[config.mk]
export PLATFORM = sky130hd
export DESIGN_NAME = ialu_flagged
export DESIGN_NICKNAME = d
export VERILOG_FILES = /design/src/rtl/ialu_pkg.sv /design/src/rtl/ialu_addsub.sv /design/src/rtl/ialu_shifter.sv /design/src/rtl/ialu_flagreg.sv /design/src/rtl/ialu_flagged.sv
export SDC_FILE = /design/constraint.sdc
export NUM_CORES = 1
export LEC_CHECK = 0
export ABC_CLOCK_PERIOD_IN_PS = 7450
export BUFFER_PORTS_ARGS = -buffer_cell sky130_fd_sc_hd__buf_2
export CAP_MARGIN = 40
export CORE_ASPECT_RATIO = 1.5
export CORE_UTILIZATION = 60
export CTS_CLUSTER_DIAMETER = 60
export DETAILED_ROUTE_END_ITERATION = 12
export PLACE_DENSITY_LB_ADDON = 0.2
export SLEW_MARGIN = 20
export SYNTH_ARGS = -nofsm -noshare
export SYNTH_HDL_FRONTEND = slang
export SYNTH_SLANG_ARGS = --single-unit
[constraint.sdc]
create_clock -name clk -period 7.45 [get_ports clk]
set_clock_uncertainty 0.1 [all_clocks]
set_input_delay 1.1175 -clock clk [delete_from_list [all_inputs] [get_ports clk]]
set_output_delay 1.1175 -clock clk [all_outputs]
set_load 0.005 [all_outputs]
[src/rtl/ialu_pkg.sv]
package ialu_pkg;

  typedef enum logic [3:0] {
    OP_ADD     = 4'd0,
    OP_ADDC    = 4'd1,
    OP_ADDX    = 4'd2,
    OP_ADDM1X  = 4'd3,
    OP_ADDZX   = 4'd4,
    OP_RSUB    = 4'd5,
    OP_RSUBC   = 4'd6,
    OP_RSUBX   = 4'd7,
    OP_RSUBM1X = 4'd8,
    OP_RSUBZX  = 4'd9,
    OP_NEG     = 4'd10,
    OP_SHL     = 4'd11,
    OP_SHR     = 4'd12,
    OP_SAR     = 4'd13,
    OP_SARI    = 4'd14,
    OP_NONE    = 4'd15
  } alu_op_e;

  typedef enum logic [1:0] {
    SH_LEFT  = 2'd0,
    SH_RIGHT = 2'd1,
    SH_ARITH = 2'd2
  } sh_kind_e;

  function automatic logic op_writes_ca(alu_op_e op);
    case (op)
      OP_ADDC, OP_ADDX, OP_ADDM1X, OP_ADDZX,
      OP_RSUBC, OP_RSUBX, OP_RSUBM1X, OP_RSUBZX,
      OP_SAR, OP_SARI: return 1'b1;
      default:         return 1'b0;
    endcase
  endfunction

  function automatic logic op_is_arith(alu_op_e op);
    return (op <= OP_NEG);
  endfunction

  function automatic logic op_is_shift(alu_op_e op);
    return (op >= OP_SHL) && (op <= OP_SARI);
  endfunction

endpackage

[src/rtl/ialu_addsub.sv]
module ialu_addsub
  import ialu_pkg::*;
#(
  parameter int W = 32
) (
  input  alu_op_e        op_i,
  input  logic [W-1:0]   a_i,
  input  logic [W-1:0]   b_i,
  input  logic           ca_i,
  output logic [W-1:0]   sum_o,
  output logic           co_o,
  output logic           ovf_o
);

  logic [W-1:0] x_op;
  logic [W-1:0] y_op;
  logic         cin;
  logic [W:0]   wide;

  // Operand steering: every form reduces to x + y + cin
  always_comb begin
    x_op = a_i;
    y_op = '0;
    cin  = 1'b0;
    case (op_i)
      OP_ADD, OP_ADDC: y_op = b_i;
      OP_ADDX:         begin y_op = b_i; cin = ca_i; end
      OP_ADDM1X:       begin y_op = '1;  cin = ca_i; end
      OP_ADDZX:        cin = ca_i;
      OP_RSUB, OP_RSUBC: begin x_op = ~a_i; y_op = b_i; cin = 1'b1; end
      OP_RSUBX:        begin x_op = ~a_i; y_op = b_i; cin = ca_i; end
      OP_RSUBM1X:      begin x_op = ~a_i; y_op = '1;  cin = ca_i; end
      OP_RSUBZX:       begin x_op = ~a_i; cin = ca_i; end
      OP_NEG:          begin x_op = ~a_i; cin = 1'b1; end
      default: ;
    endcase
  end

  assign wide  = {1'b0, x_op} + {1'b0, y_op} + {{W{1'b0}}, cin};
  assign sum_o = wide[W-1:0];
  assign co_o  = wide[W];
  // Same-signed addends with a differently signed sum
  assign ovf_o = (x_op[W-1] == y_op[W-1]) && (sum_o[W-1] != x_op[W-1]);

endmodule

[src/rtl/ialu_shifter.sv]
module ialu_shifter
  import ialu_pkg::*;
#(
  parameter int W  = 32,
  parameter int NB = $clog2(W)
) (
  input  sh_kind_e       kind_i,
  input  logic [W-1:0]   a_i,
  input  logic [NB:0]    amt_i,
  output logic [W-1:0]   res_o,
  output logic           ca_o
);

  logic [NB-1:0] n;
  logic          big;
  logic          sign;
  logic [W-1:0]  lost_mask;

  assign n         = amt_i[NB-1:0];
  assign big       = amt_i[NB];
  assign sign      = a_i[W-1];
  assign lost_mask = ~({W{1'b1}} << n);

  always_comb begin
    res_o = '0;
    ca_o  = 1'b0;
    case (kind_i)
      SH_LEFT:  res_o = big ? '0 : (a_i << n);
      SH_RIGHT: res_o = big ? '0 : (a_i >> n);
      SH_ARITH: begin
        if (big) begin
          res_o = {W{sign}};
          ca_o  = sign;
        end else begin
          res_o = $signed(a_i) >>> n;
          ca_o  = sign & (|(a_i & lost_mask));
        end
      end
      default: ;
    endcase
  end

endmodule

[src/rtl/ialu_flagreg.sv]
module ialu_flagreg (
  input  logic clk,
  input  logic rst_n,
  input  logic valid_i,
  input  logic clr_i,
  input  logic ca_we_i,
  input  logic ca_i,
  input  logic ov_we_i,
  input  logic ov_i,
  output logic ca_o,
  output logic ov_o,
  output logic so_o,
  output logic so_next_o
);

  logic [1:0] rst_pipe;
  logic       rst_int_n;
  logic       ca_q, ov_q, so_q;
  logic       ca_d, ov_d, so_d;
  logic       flag_en;

  // Assert asynchronously, release after two edges
  always_ff @(posedge clk or negedge rst_n) begin
    if (!rst_n) rst_pipe <= 2'b00;
    else        rst_pipe <= {rst_pipe[0], 1'b1};
  end
  assign rst_int_n = rst_pipe[1];

  assign so_next_o = so_q | (ov_we_i & ov_i);
  assign flag_en   = clr_i | valid_i;

  always_comb begin
    ca_d = ca_q;
    ov_d = ov_q;
    so_d = so_q;
    if (clr_i) begin
      ca_d = 1'b0;
      ov_d = 1'b0;
      so_d = 1'b0;
    end else begin
      if (ca_we_i) ca_d = ca_i;
      if (ov_we_i) begin
        ov_d = ov_i;
        so_d = so_next_o;
      end
    end
  end

  always_ff @(posedge clk or negedge rst_int_n) begin
    if (!rst_int_n) begin
      ca_q <= 1'b0;
      ov_q <= 1'b0;
      so_q <= 1'b0;
    end else if (flag_en) begin
      ca_q <= ca_d;
      ov_q <= ov_d;
      so_q <= so_d;
    end
  end

  assign ca_o = ca_q;
  assign ov_o = ov_q;
  assign so_o = so_q;

endmodule

[src/rtl/ialu_flagged.sv]
module ialu_flagged
  import ialu_pkg::*;
#(
  parameter  int W  = 32,
  localparam int NB = $clog2(W)
) (
  input  logic          clk,
  input  logic          rst_n,
  input  logic          valid_i,
  input  logic          clr_i,
  input  logic [3:0]    op_i,
  input  logic          ovf_chk_i,
  input  logic [W-1:0]  a_i,
  input  logic [W-1:0]  b_i,
  input  logic [NB-1:0] shamt_i,
  output logic [W-1:0]  result_o,
  output logic [3:0]    cond_o,
  output logic          ca_o,
  output logic          ov_o,
  output logic          so_o
);

  alu_op_e      op;
  sh_kind_e     kind;
  logic [NB:0]  amt;
  logic [W-1:0] sum, sh_res;
  logic         co, ovf, sh_ca;
  logic         ca_we, ov_we, ca_new, so_next;

  assign op = alu_op_e'(op_i);

  ialu_addsub #(.W(W)) u_addsub (
    .op_i  (op),
    .a_i   (a_i),
    .b_i   (b_i),
    .ca_i  (ca_o),
    .sum_o (sum),
    .co_o  (co),
    .ovf_o (ovf)
  );

  always_comb begin
    case (op)
      OP_SHL:  kind = SH_LEFT;
      OP_SHR:  kind = SH_RIGHT;
      default: kind = SH_ARITH;
    endcase
  end

  assign amt = (op == OP_SARI) ? {1'b0, shamt_i} : b_i[NB:0];

  ialu_shifter #(.W(W), .NB(NB)) u_shift (
    .kind_i (kind),
    .a_i    (a_i),
    .amt_i  (amt),
    .res_o  (sh_res),
    .ca_o   (sh_ca)
  );

  always_comb begin
    if (op_is_arith(op))      result_o = sum;
    else if (op_is_shift(op)) result_o = sh_res;
    else                      result_o = '0;
  end

  assign ca_we  = op_writes_ca(op);
  assign ca_new = op_is_shift(op) ? sh_ca : co;
  assign ov_we  = op_is_arith(op) & ovf_chk_i;

  ialu_flagreg u_flags (
    .clk       (clk),
    .rst_n     (rst_n),
    .valid_i   (valid_i),
    .clr_i     (clr_i),
    .ca_we_i   (ca_we),
    .ca_i      (ca_new),
    .ov_we_i   (ov_we),
    .ov_i      (ovf),
    .ca_o      (ca_o),
    .ov_o      (ov_o),
    .so_o      (so_o),
    .so_next_o (so_next)
  );

  assign cond_o = {result_o[W-1],
                   ~result_o[W-1] & (|result_o),
                   ~(|result_o),
                   so_next};

endmodule

==> summary.md, run 1 <==
| Metric | Value |
|---|---|
| Netlist area before placement | `9299 sq um` |
| Final weighted congestion of routability-driven global placement | `~1.4` |
| GRT Total Usage | `67.97%` |
| Number of H-tree levels | `1` |
| Synthesized instance count | `about 1.4k` |
| Tool error | `[ERROR GRT-0116] Global routing finished with congestion. Check the congestion regions in the DRC Viewer.` |
| Halt point of the flow | `global routing (5_1_grt)` |
| Number of synthesized register bits | `5` |
| Clock tree root driver cell | `clkbuf_16` |
| Synth Net Count | `approximately 1.5k` |
| Number of buffers added on ports | `between 100 and 150` |
| Global-route wire length before repair | `82,810 microns` |
| Number of CTS-inserted buffers | `3` |
| Placed Instance Area | `10,140 sq um` |
| Proportion of synthesized chip area in sequential cells | `roughly 1.3%` |
| Worst setup timing slack at the placement stage | `0.1268 ns` |
| Row cnt | `55` |
| Num ports | `approximately 120` |
| Vertical die dimension | `about 150 microns` |
| Yosys warning total | `0` |
| Number of synthesized flops with an enable pin | `0` |
| Initial cell density of the core | `61.42%` |
| Largest net degree at the start of global routing | `52` |
| # clock sinks | `5` |
| Result of the run | `stopped before the end` |
| Max Root-Sink Buffers | `2` |
| Width of the die | `slightly above 100 microns` |
| Top_reg_cell synth | `dfrtp_1` |
| Mean area per synthesized cell | `~6.6 sq um` |
| Via count of the first global-routing pass | `about 14k` |
| Number of different library cells in the post-synthesis netlist | `90` |
| Post-synthesis async set-or-reset flop share | `100.0%` |
| Placed Instances | `around 1.7k` |
| Post-DP HPWL | `39,480 microns` |
| Overflow after GRT | `11` |
| Post-CTS repair timing setup buffer count | `0` |
logic make-up after synthesis:
family | Yosys count | synth area share (%)
AOI/OAI and AO/OA | 565 | 42.52
xor gates and xnor gates | 56 | 5.274
adders and majority gates | 37 | 5.140
buffers and inverters | 165 | 8.221
DFF | 5 | 1.346
muxes | 119 | 14.17
other | 1 | 0.04033
and+or+nand+nor | 459 | 23.29
through the flow:
step / hold slack [ns] / utilization (%)
2_1_floorplan: -0.07349 / -
3_5_place_dp: -0.06348 / 67.01
3_3_place_gp: -0.06690 / 66.60
4_1_cts: 0.2509 / 67.60
repair_timing:
action	in CTS
hold endpoints to repair	3
hold buffers	1
gates resized for setup	0
synthesized netlist by cell type (all sizes together) (38+ instances only):
cell type	instances	share of area (%)
clkbuf	57	2.3
nor3	38	2.0
a211oi	39	3.2
xnor2	40	3.8
mux2i	85	9.4
nand2	159	6.4
o21ai	92	5.1
nand3	40	2.2
nor2	109	4.4
a21o	50	4.0
a21oi	107	5.9
buf	84	5.0
layer usage:
layer	overflow	track usage, %
met5	0	3.727
met4	6	72.95
met3	0	42.52
met2	5	91.37
met1	0	68.13
==> inputs of run 2 (changes only) <==
--- a/config.mk
+++ b/config.mk
@@ -8,11 +8,9 @@
 export ABC_CLOCK_PERIOD_IN_PS = 7450
 export BUFFER_PORTS_ARGS = -buffer_cell sky130_fd_sc_hd__buf_2
 export CAP_MARGIN = 40
-export CORE_ASPECT_RATIO = 1.5
-export CORE_UTILIZATION = 60
-export CTS_CLUSTER_DIAMETER = 60
+export CORE_UTILIZATION = 40
 export DETAILED_ROUTE_END_ITERATION = 12
-export PLACE_DENSITY_LB_ADDON = 0.2
+export PLACE_DENSITY_LB_ADDON = 0.15
 export SLEW_MARGIN = 20
 export SYNTH_ARGS = -nofsm -noshare
 export SYNTH_HDL_FRONTEND = slang
==> run 2 against run 1 <==
The run now ends clean; synthesized area did not move; synthesized cell count unchanged.
==> summary.md, run 2 <==
| Metric | Value |
|---|---|
| Result of the run | `complete, no violations` |
| Min-Delay Path Class | `reg -> reg` |
| Worst setup timing slack at the placement stage | `0.2495 ns (+0.1227 ns)` |
| Worst-case vdd ir drop | `0.0001607 V` |
| Post-route ant nets | `0` |
| Layout cell share with drive strength beyond 1 | `20.39%` |
| Total iterations of the first detailed-routing run | `7` |
| Class of the most critical setup path | `in -> out` |
| Biggest area consumer among synthesized cells | `mux2i_1` |
| Antenna violations before repair | `2` |
| Cells along the critical path | `buf_2, inv_1, ha_1, or3_1, a21oi_4, buf_6, xnor2_1, ha_1, and4_1, and3_1, a221oi_1, nand4_1, buf_4, a211oi_1, xor2_1, o211ai_1, nor4_1, and4_1, and4_1, and4b_1, buf_2` |
| Tightest slew margin relative to the limit | `about 34%` |
| Critical Path Source Type | `input port` |
| Synth top area cells | `mux2i_1 8.7%, nand2_1 6.4%, a21oi_1 5.7%` |
| Die Outline Area | `between 20,000 and 25,000 sq um` |
| Overflow after GRT | `0` |
| Initial cell density of the core | `40.95% (-20 points)` |
| Number of DRC violations after detailed-routing iteration 0 | `about 2.1k` |
| Yosys warning total | `0 (unchanged)` |
| Multiplexer share of the synthesized area | `14.17% (unchanged)` |
| Proportion of synthesized chip area in sequential cells | `1.346% (unchanged)` |
| Final min period | `just over 7 ns` |
| CTS tree | `done` |
| Final Hold Vio Count | `0` |
| Combinational share of power | `~92%` |
| Cell area power density | `about 140 nW/um^2` |
| Endpoint required time on the critical path | `slightly above 6 ns` |
| Fraction of the mapped netlist area in compound gates | `42.52% (unchanged)` |
| # clock sinks | `5 (unchanged)` |
| Number of CTS-inserted buffers | `3 (unchanged)` |
| Clock tree root driver cell | `clkbuf_16` |
| Power spent charging and discharging nets | `~0.87 mW` |
| Num ports | `117 (unchanged)` |
| Most instantiated library cell after synthesis | `nand2_1` |
| Hold Path Cell Cnt | `0` |
| Top_reg_cell synth | `dfrtp_1` |
| Commonest cells after routing, fill and taps aside | `159 x nand2_1, 116 x buf_2, 108 x buf_4` |
| Simple-gate area share of the yosys netlist | `23.29% (unchanged)` |
| Cell area after layout | `roughly 11,000 sq um` |
| Mean area per synthesized cell | `6.609 sq um (unchanged)` |
| Flip-flop count of the largest register after layout | `2` |
| Clock group share of total power | `around 6%` |
| Routed via count divided by cell count | `about 7.5` |
| Sw frac | `60.19%` |
| Top reg by flops | `u_flags.rst_pipe` |
| Via count of the first global-routing pass | `12.33k` |
| Global-route wire length before repair | `just under 90,000 microns` |
| Number of synthesized flops with an enable pin | `0 (unchanged)` |
| Max Root-Sink Buffers | `2 (unchanged)` |
| Highest Clock Rate | `between 100 and 150 MHz` |
| Power share of the sequential group | `under 10%` |
| Post-synthesis async set-or-reset flop share | `100.0% (unchanged)` |
| Post-Route Setup TNS | `0 ns` |
| Slowest CP cell | `or3_1` |
| Number of synthesized register bits | `5 (unchanged)` |
| Combinational family with the most area after synthesis | `compound AO/OA/AOI/OAI gates` |
| Maxcap violations | `0` |
| Setup slack of the critical path after layout | `slightly above 0.2 ns` |
| Depth of the worst register-to-register path | `15` |
| Most repeated library cell on the critical path | `and4_1` |
| Period Utilization, post-route | `a little over nine tenths` |
| Longest individual stage delay on the worst path | `roughly 0.43 ns` |
| GRT Total Usage | `49.95%` |
| Detailed-route wire length | `about 61,000 microns` |
| Routed wire length per instance | `approximately 34 microns` |
| Number of buffers added on ports | `116 (unchanged)` |
| Most used standard cells in the synthesized netlist | `159 x nand2_1, 108 x nor2_1, 105 x a21oi_1, 87 x o21ai_0, 81 x mux2i_1` |
| Worst endpoint data arrival time | `6.03 ns` |
| Via count | `~13k` |
| Most common cell after layout, fill and taps aside | `nand2_1` |
| Largest net degree at the start of global routing | `42` |
| Proportion of netlist area held by the largest area contributor | `8.719% (unchanged)` |
| Measured slew at the worst slew-check pin | `about 1 ns` |
| Area growth syn-to-layout | `14.36%` |
| Vertical die dimension | `154.5 microns (unchanged)` |
| Post-DP HPWL | `47,870 microns (+21%)` |
| Count of final max-slew check failures | `0` |
| Net count of the finished layout | `about 1.6k` |
| Synthesized instance count | `1,407 (unchanged)` |
| Width of the die | `154.5 microns (+49%)` |
| Largest driver fanout on the critical path | `17` |
| Leakage power figure | `~4.6 nW` |
| Final weighted congestion of routability-driven global placement | `1.139 (-17%)` |
| Adder and majority cell fraction of the synthesized area | `5.140% (unchanged)` |
| Latest clock arrival within the worst-skew pair | `0.22 ns` |
| Placed Instance Area | `10,500 sq um (+3.5%)` |
| Internal portion of total power | `around 0.57 mW` |
| Post-Synth XOR/XNOR Area | `5.274% (unchanged)` |
| Synth Net Count | `1,522 (unchanged)` |
| Netlist area before placement | `9299 sq um (unchanged)` |
| Number of H-tree levels | `1 (unchanged)` |
| Row cnt | `55 (unchanged)` |
| Number of remaining DRC errors | `0` |
| Clock transition time at the flip-flop clock pins of the worst setup and hold paths | `~0.03 ns` |
| Area of the core | `22,710 sq um` |
| Final setup vio count | `0` |
| CP Capture Type | `primary output` |
| Number of different library cells in the post-synthesis netlist | `90 (unchanged)` |
run 2: cell counts after synthesis:
No cell type changed its count.
run 2: what timing repair did:
item,in CTS,in global routing
setup buffers,0,2
hold buffers,1,0
setup endpoints to repair,0,2
hold endpoints to repair,3,0
gates resized for setup,0,4
run 2: final cells by class:
type	instances	area (sq um)
Sequential cell	5	125.1
Timing Repair Buffer	231	1500
Antenna cell	2	5.005
Multi-Input combinational cell	1237	8478
Clock buffer	4	78.83
Inverter	24	90.09
Tap cell	285	356.6
Fill cell	2414	12080
run 2: worst max-delay path: cells and delay by family:
| kind | cells | cell delay, ns |
|---|---|---|
| AO/OA/AOI/OAI | 4 | 0.96 |
| XOR/XNOR | 2 | 0.30 |
| buffers and inverters | 5 | 0.80 |
| AND/OR/NAND/NOR | 8 | 2.15 |
| adder cells (fa/ha/maj) | 2 | 0.67 |
run 2: cell families after synthesis:
logic type	count (synthesis)
compound gates	565
xor+xnor	56
fa+ha+maj	37
buf+inv	165
flops	5
mux	119
other cells	1
simple gates	459
run 2: metal layers:
| layer | vias up | share of wire, % | global-route usage (%) | wire length [microns] |
|---|---|---|---|---|
| met1 | 6335 | 39 | 66.34 | 24100 |
| li1 | 5611 | - | - | - |
| met4 | 0 | 7.6 | 29.94 | 4653 |
| met5 | - | 0 | 0 | 0 |
| met3 | 280 | 13 | 12.72 | 8249 |
| met2 | 1190 | 40 | 72.10 | 24230 |
run 2: power groups by stage:
stage	registers, mW	clock network (mW)	logic, mW
floorplan	0.0304	0	0.746
global placement	0.0309	0	1.25
detailed placement	0.0310	0	1.24
CTS	0.0304	0.0878	1.25
global route	0.0304	0.0901	1.37
finish	0.0304	0.0866	1.33
run 2: worst paths after layout:
| path | startpoint | endpoint | slack, ns |
|---|---|---|---|
| min in group asynchronous | u_flags.rst_pipe[1] | u_flags.ov_o | 0.49 |
| max reg2reg | u_flags.ca_o | u_flags.ca_o | 3.53 |
| max in group asynchronous | rst_n | u_flags.rst_pipe[1] | 6.58 |
| max | op_i[0] | cond_o[1] | 0.20 |
| min | u_flags.rst_pipe[0] | u_flags.rst_pipe[1] | 0.25 |
| min reg2reg | u_flags.rst_pipe[0] | u_flags.rst_pipe[1] | 0.25 |
run 2: stage by stage:
stage	utilization, %	hold slack (ns)	total power, mW	instances
global placement	46.12	-0.05813	1.279	1776
floorplan	-	-0.07349	0.7761	1407
CTS	46.61	0.2554	1.369	1783
detailed placement	46.21	-0.05714	1.274	1778
global route	46.80	0.2558	1.490	1786
finish	46.83	0.2508	1.444	1788
Power figures use the tool's default switching activity.
==> inputs of run 3 (changes only) <==
--- a/config.mk
+++ b/config.mk
@@ -8,6 +8,8 @@
 export ABC_CLOCK_PERIOD_IN_PS = 7450
 export BUFFER_PORTS_ARGS = -buffer_cell sky130_fd_sc_hd__buf_2
 export CAP_MARGIN = 40
+export CELL_PAD_IN_SITES_DETAIL_PLACEMENT = 0
+export CELL_PAD_IN_SITES_GLOBAL_PLACEMENT = 1
 export CORE_UTILIZATION = 40
 export DETAILED_ROUTE_END_ITERATION = 12
 export PLACE_DENSITY_LB_ADDON = 0.15
==> run 3 against run 2 <==
Maximum frequency up 1.0%; final cell count is 0.45% lower; highest routed layer unchanged; power is essentially flat; sequential power is essentially flat; non-clock buffer count is 8 lower; sequential share of layout area about the same; critical path depth is the same; worst setup slack improved by 0.073 ns; via count down 1.1%; core utilization shrank 0.17 points; register-to-register slack lost 0.11 ns; final area is 0.35% lower.
==> summary.md, run 3 (synthesized netlist as in run 2, its figures left out) <==
| Metric | Value |
|---|---|
| Result of the run | `complete, no violations` |
| Antenna violations before repair | `0 (-2)` |
| Final min period | `7.173 ns (-0.07317 ns)` |
| Combinational share of power | `91.8% (about the same)` |
| Endpoint required time on the critical path | `6.23 ns (about the same)` |
| Endpoint of the worst-slack reg-to-reg timing path | `u_flags.ca_o` |
| CP Capture Point | `cond_o[1]` |
| Commonest cells after routing, fill and taps aside | `159 x nand2_1, 117 x buf_2, 107 x nor2_1` |
| Total iterations of the first detailed-routing run | `7 (unchanged)` |
| Worst endpoint data arrival time | `5.96 ns (-0.07 ns)` |
| Initial cell density of the core | `40.95% (unchanged)` |
| Period Utilization, post-route | `96.28% (-0.98 points)` |
| Leakage power figure | `4.598 nW (-0.87%)` |
| Max Root-Sink Buffers | `2 (unchanged)` |
| Top reg by flops | `u_flags.rst_pipe` |
| Routed wire length per instance | `33.89 microns (-1.1%)` |
| Largest net degree at the start of global routing | `64 (+52%)` |
| Number of H-tree levels | `1 (unchanged)` |
| Measured slew at the worst slew-check pin | `0.9239 ns (-0.05821 ns)` |
| Latest clock arrival within the worst-skew pair | `0.23 ns (about the same)` |
| CP Capture Type | `primary output` |
| Internal portion of total power | `0.5746 mW (about the same)` |
| Final setup vio count | `0 (unchanged)` |
| Class of the most critical setup path | `in -> out` |
| Power share of the sequential group | `2.1% (about the same)` |
| Number of CTS-inserted buffers | `3 (unchanged)` |
| GRT Total Usage | `49.01% (-0.94 points)` |
| Depth of the worst register-to-register path | `16 (+1)` |
| Reg-to-reg slack, setup | `3.42 ns (-0.11 ns)` |
| Row cnt | `55 (unchanged)` |
| Number of remaining DRC errors | `0 (unchanged)` |
| # clock sinks | `5 (unchanged)` |
| Final weighted congestion of routability-driven global placement | `1.114 (-2.2%)` |
| Longest individual stage delay on the worst path | `0.45 ns (+0.02 ns)` |
| Tightest slew margin relative to the limit | `38.41% (+4.5 points)` |
| Number of buffers added on ports | `116 (unchanged)` |
| Start of the worst register-to-register path | `u_flags.ca_o` |
| Slowest CP cell | `or3_1` |
| Die Outline Area | `23,860 sq um (unchanged)` |
| Clock tree root driver cell | `clkbuf_16` |
| Highest Clock Rate | `139.4 MHz (+1.0%)` |
| Layout cell share with drive strength beyond 1 | `20.03% (-0.36 points)` |
| Width of the die | `154.5 microns (unchanged)` |
| Cell area power density | `136.4 nW/um^2 (+0.44%)` |
| Cells along the critical path | `buf_2, inv_1, ha_1, or3_1, a21oi_4, buf_12, xnor2_1, ha_1, a21o_1, a31o_2, a221o_1, o311ai_0, a21oi_1, a2111oi_0, a211o_1, nor4_1, buf_4, and4_1, and4_1, and4b_1, buf_2` |
| Num ports | `117 (unchanged)` |
| Vertical die dimension | `154.5 microns (unchanged)` |
| Most common cell after layout, fill and taps aside | `nand2_1` |
| Global-route wire length before repair | `85,440 microns (-1.8%)` |
| Placed Instances | `1,769 (-0.51%)` |
| Maxcap violations | `0 (unchanged)` |
| Routed via count divided by cell count | `7.454 (-0.65%)` |
| Number of DRC violations after detailed-routing iteration 0 | `2,099 (-2.1%)` |
| Overflow after GRT | `0 (unchanged)` |
| Placed Instance Area | `10,450 sq um (-0.48%)` |
| Net count of the finished layout | `1,609 (-0.49%)` |
| CTS tree | `done` |
| Worst-case vdd ir drop | `0.0001800 V (+12%)` |
| Post-DP HPWL | `46,710 microns (-2.4%)` |
| Clock transition time at the flip-flop clock pins of the worst setup and hold paths | `0.03 ns (about the same)` |
| Clock group share of total power | `6.1% (about the same)` |
| Cell area after layout | `10,600 sq um (-0.35%)` |
| Startpoint of the most critical setup path | `op_i[1]` |
| Final Hold Vio Count | `0 (unchanged)` |
| Min-Delay Path Class | `reg -> reg` |
| Area growth syn-to-layout | `13.95%` |
| Fin cells | `1,780 (-0.45%)` |
| Flip-flop count of the largest register after layout | `2 (unchanged)` |
| Count of final max-slew check failures | `0 (unchanged)` |
| Detailed-route wire length | `60,320 microns (-1.5%)` |
| Via count | `13.27k (-1.1%)` |
| Power spent charging and discharging nets | `0.8706 mW (+0.18%)` |
| Post-route ant nets | `0 (unchanged)` |
| Sw frac | `60.24% (about the same)` |
| Largest driver fanout on the critical path | `16 (-1)` |
| Critical Path Source Type | `input port` |
| Via count of the first global-routing pass | `12.10k (-1.9%)` |
| Area of the core | `22,710 sq um (unchanged)` |
==> run 3: cell types whose count changed in the layout (fill, tap and decap cells not counted), sizes merged <==
cell and delta:
dlymetal6s2s -1, clkbuf +1, buf -8
==> run 3: worst max-delay path, delay by kind of cell <==
kind                       cells  cell delay, ns
AOI/OAI and AO/OA              8            2.26
buffers and inverters          5            0.71
adders and majority gates      2            0.64
and+or+nand+nor                5            1.13
xor gates and xnor gates       1            0.09
==> run 3: repair_timing <==
action | 4_1_cts | 5_1_grt
hold buffers | 1 | 0
gates resized for setup | 0 | 2
endpoints found under the hold margin | 3 | 0
endpoints found under the setup margin | 0 | 2
buffers inserted | 0 | 2
==> run 3: cell type report <==
class                           instances  area [sq um]
Antenna cell                            2         5.005
Clock buffer                            4         78.83
Fill cell                            2463         12110
Inverter                               24         90.09
Multi-Input combinational cell       1237          8477
Sequential cell                         5         125.1
Tap cell                              285         356.6
Timing Repair Buffer                  223          1464
==> run 3: power by group through the flow <==
stage	combinational [mW]	clock, mW	sequential [mW]
2_1_floorplan	0.746	0	0.0304
3_3_place_gp	1.25	0	0.0308
3_5_place_dp	1.24	0	0.0308
4_1_cts	1.25	0.0886	0.0303
5_1_grt	1.38	0.0903	0.0303
6_report	1.33	0.0875	0.0303
==> run 3: per-stage QoR <==
step | hold WS, ns | total power [mW] | setup TNS, ns | util [%] | setup slack (ns)
2_1_floorplan | -0.07349 | 0.7761 | 0 | - | 0.7088
3_3_place_gp | -0.05810 | 1.278 | 0 | 45.99 | 0.3588
3_5_place_dp | -0.06163 | 1.274 | 0 | 45.99 | 0.2404
4_1_cts | 0.2575 | 1.369 | 0 | 46.39 | 0.2254
5_1_grt | 0.2659 | 1.497 | -0.005916 | 46.64 | -0.005916
6_report | 0.2582 | 1.445 | 0 | 46.66 | 0.2769
==> run 3: how the worst min path moves through the flow <==
stage,end,depth (start not counted),start
after floorplan,u_flags.ca_o,0,u_flags.rst_pipe[1]
after global placement,u_flags.so_o,0,u_flags.rst_pipe[1]
after detailed placement,u_flags.so_o,0,u_flags.rst_pipe[1]
after CTS,u_flags.rst_pipe[1],0,u_flags.rst_pipe[0]
after global routing,u_flags.rst_pipe[1],0,u_flags.rst_pipe[0]
final,u_flags.rst_pipe[1],0,u_flags.rst_pipe[0]
==> run 3: routing by layer <==
metal	part of all wire, %	wire length [microns]	vias up	global-route usage (%)
li1	-	-	5608	-
met1	39	23550	6264	65.17
met2	41	24450	1153	71.86
met3	13	7925	244	11.01
met4	7.3	4392	0	29.18
met5	0	0	-	0
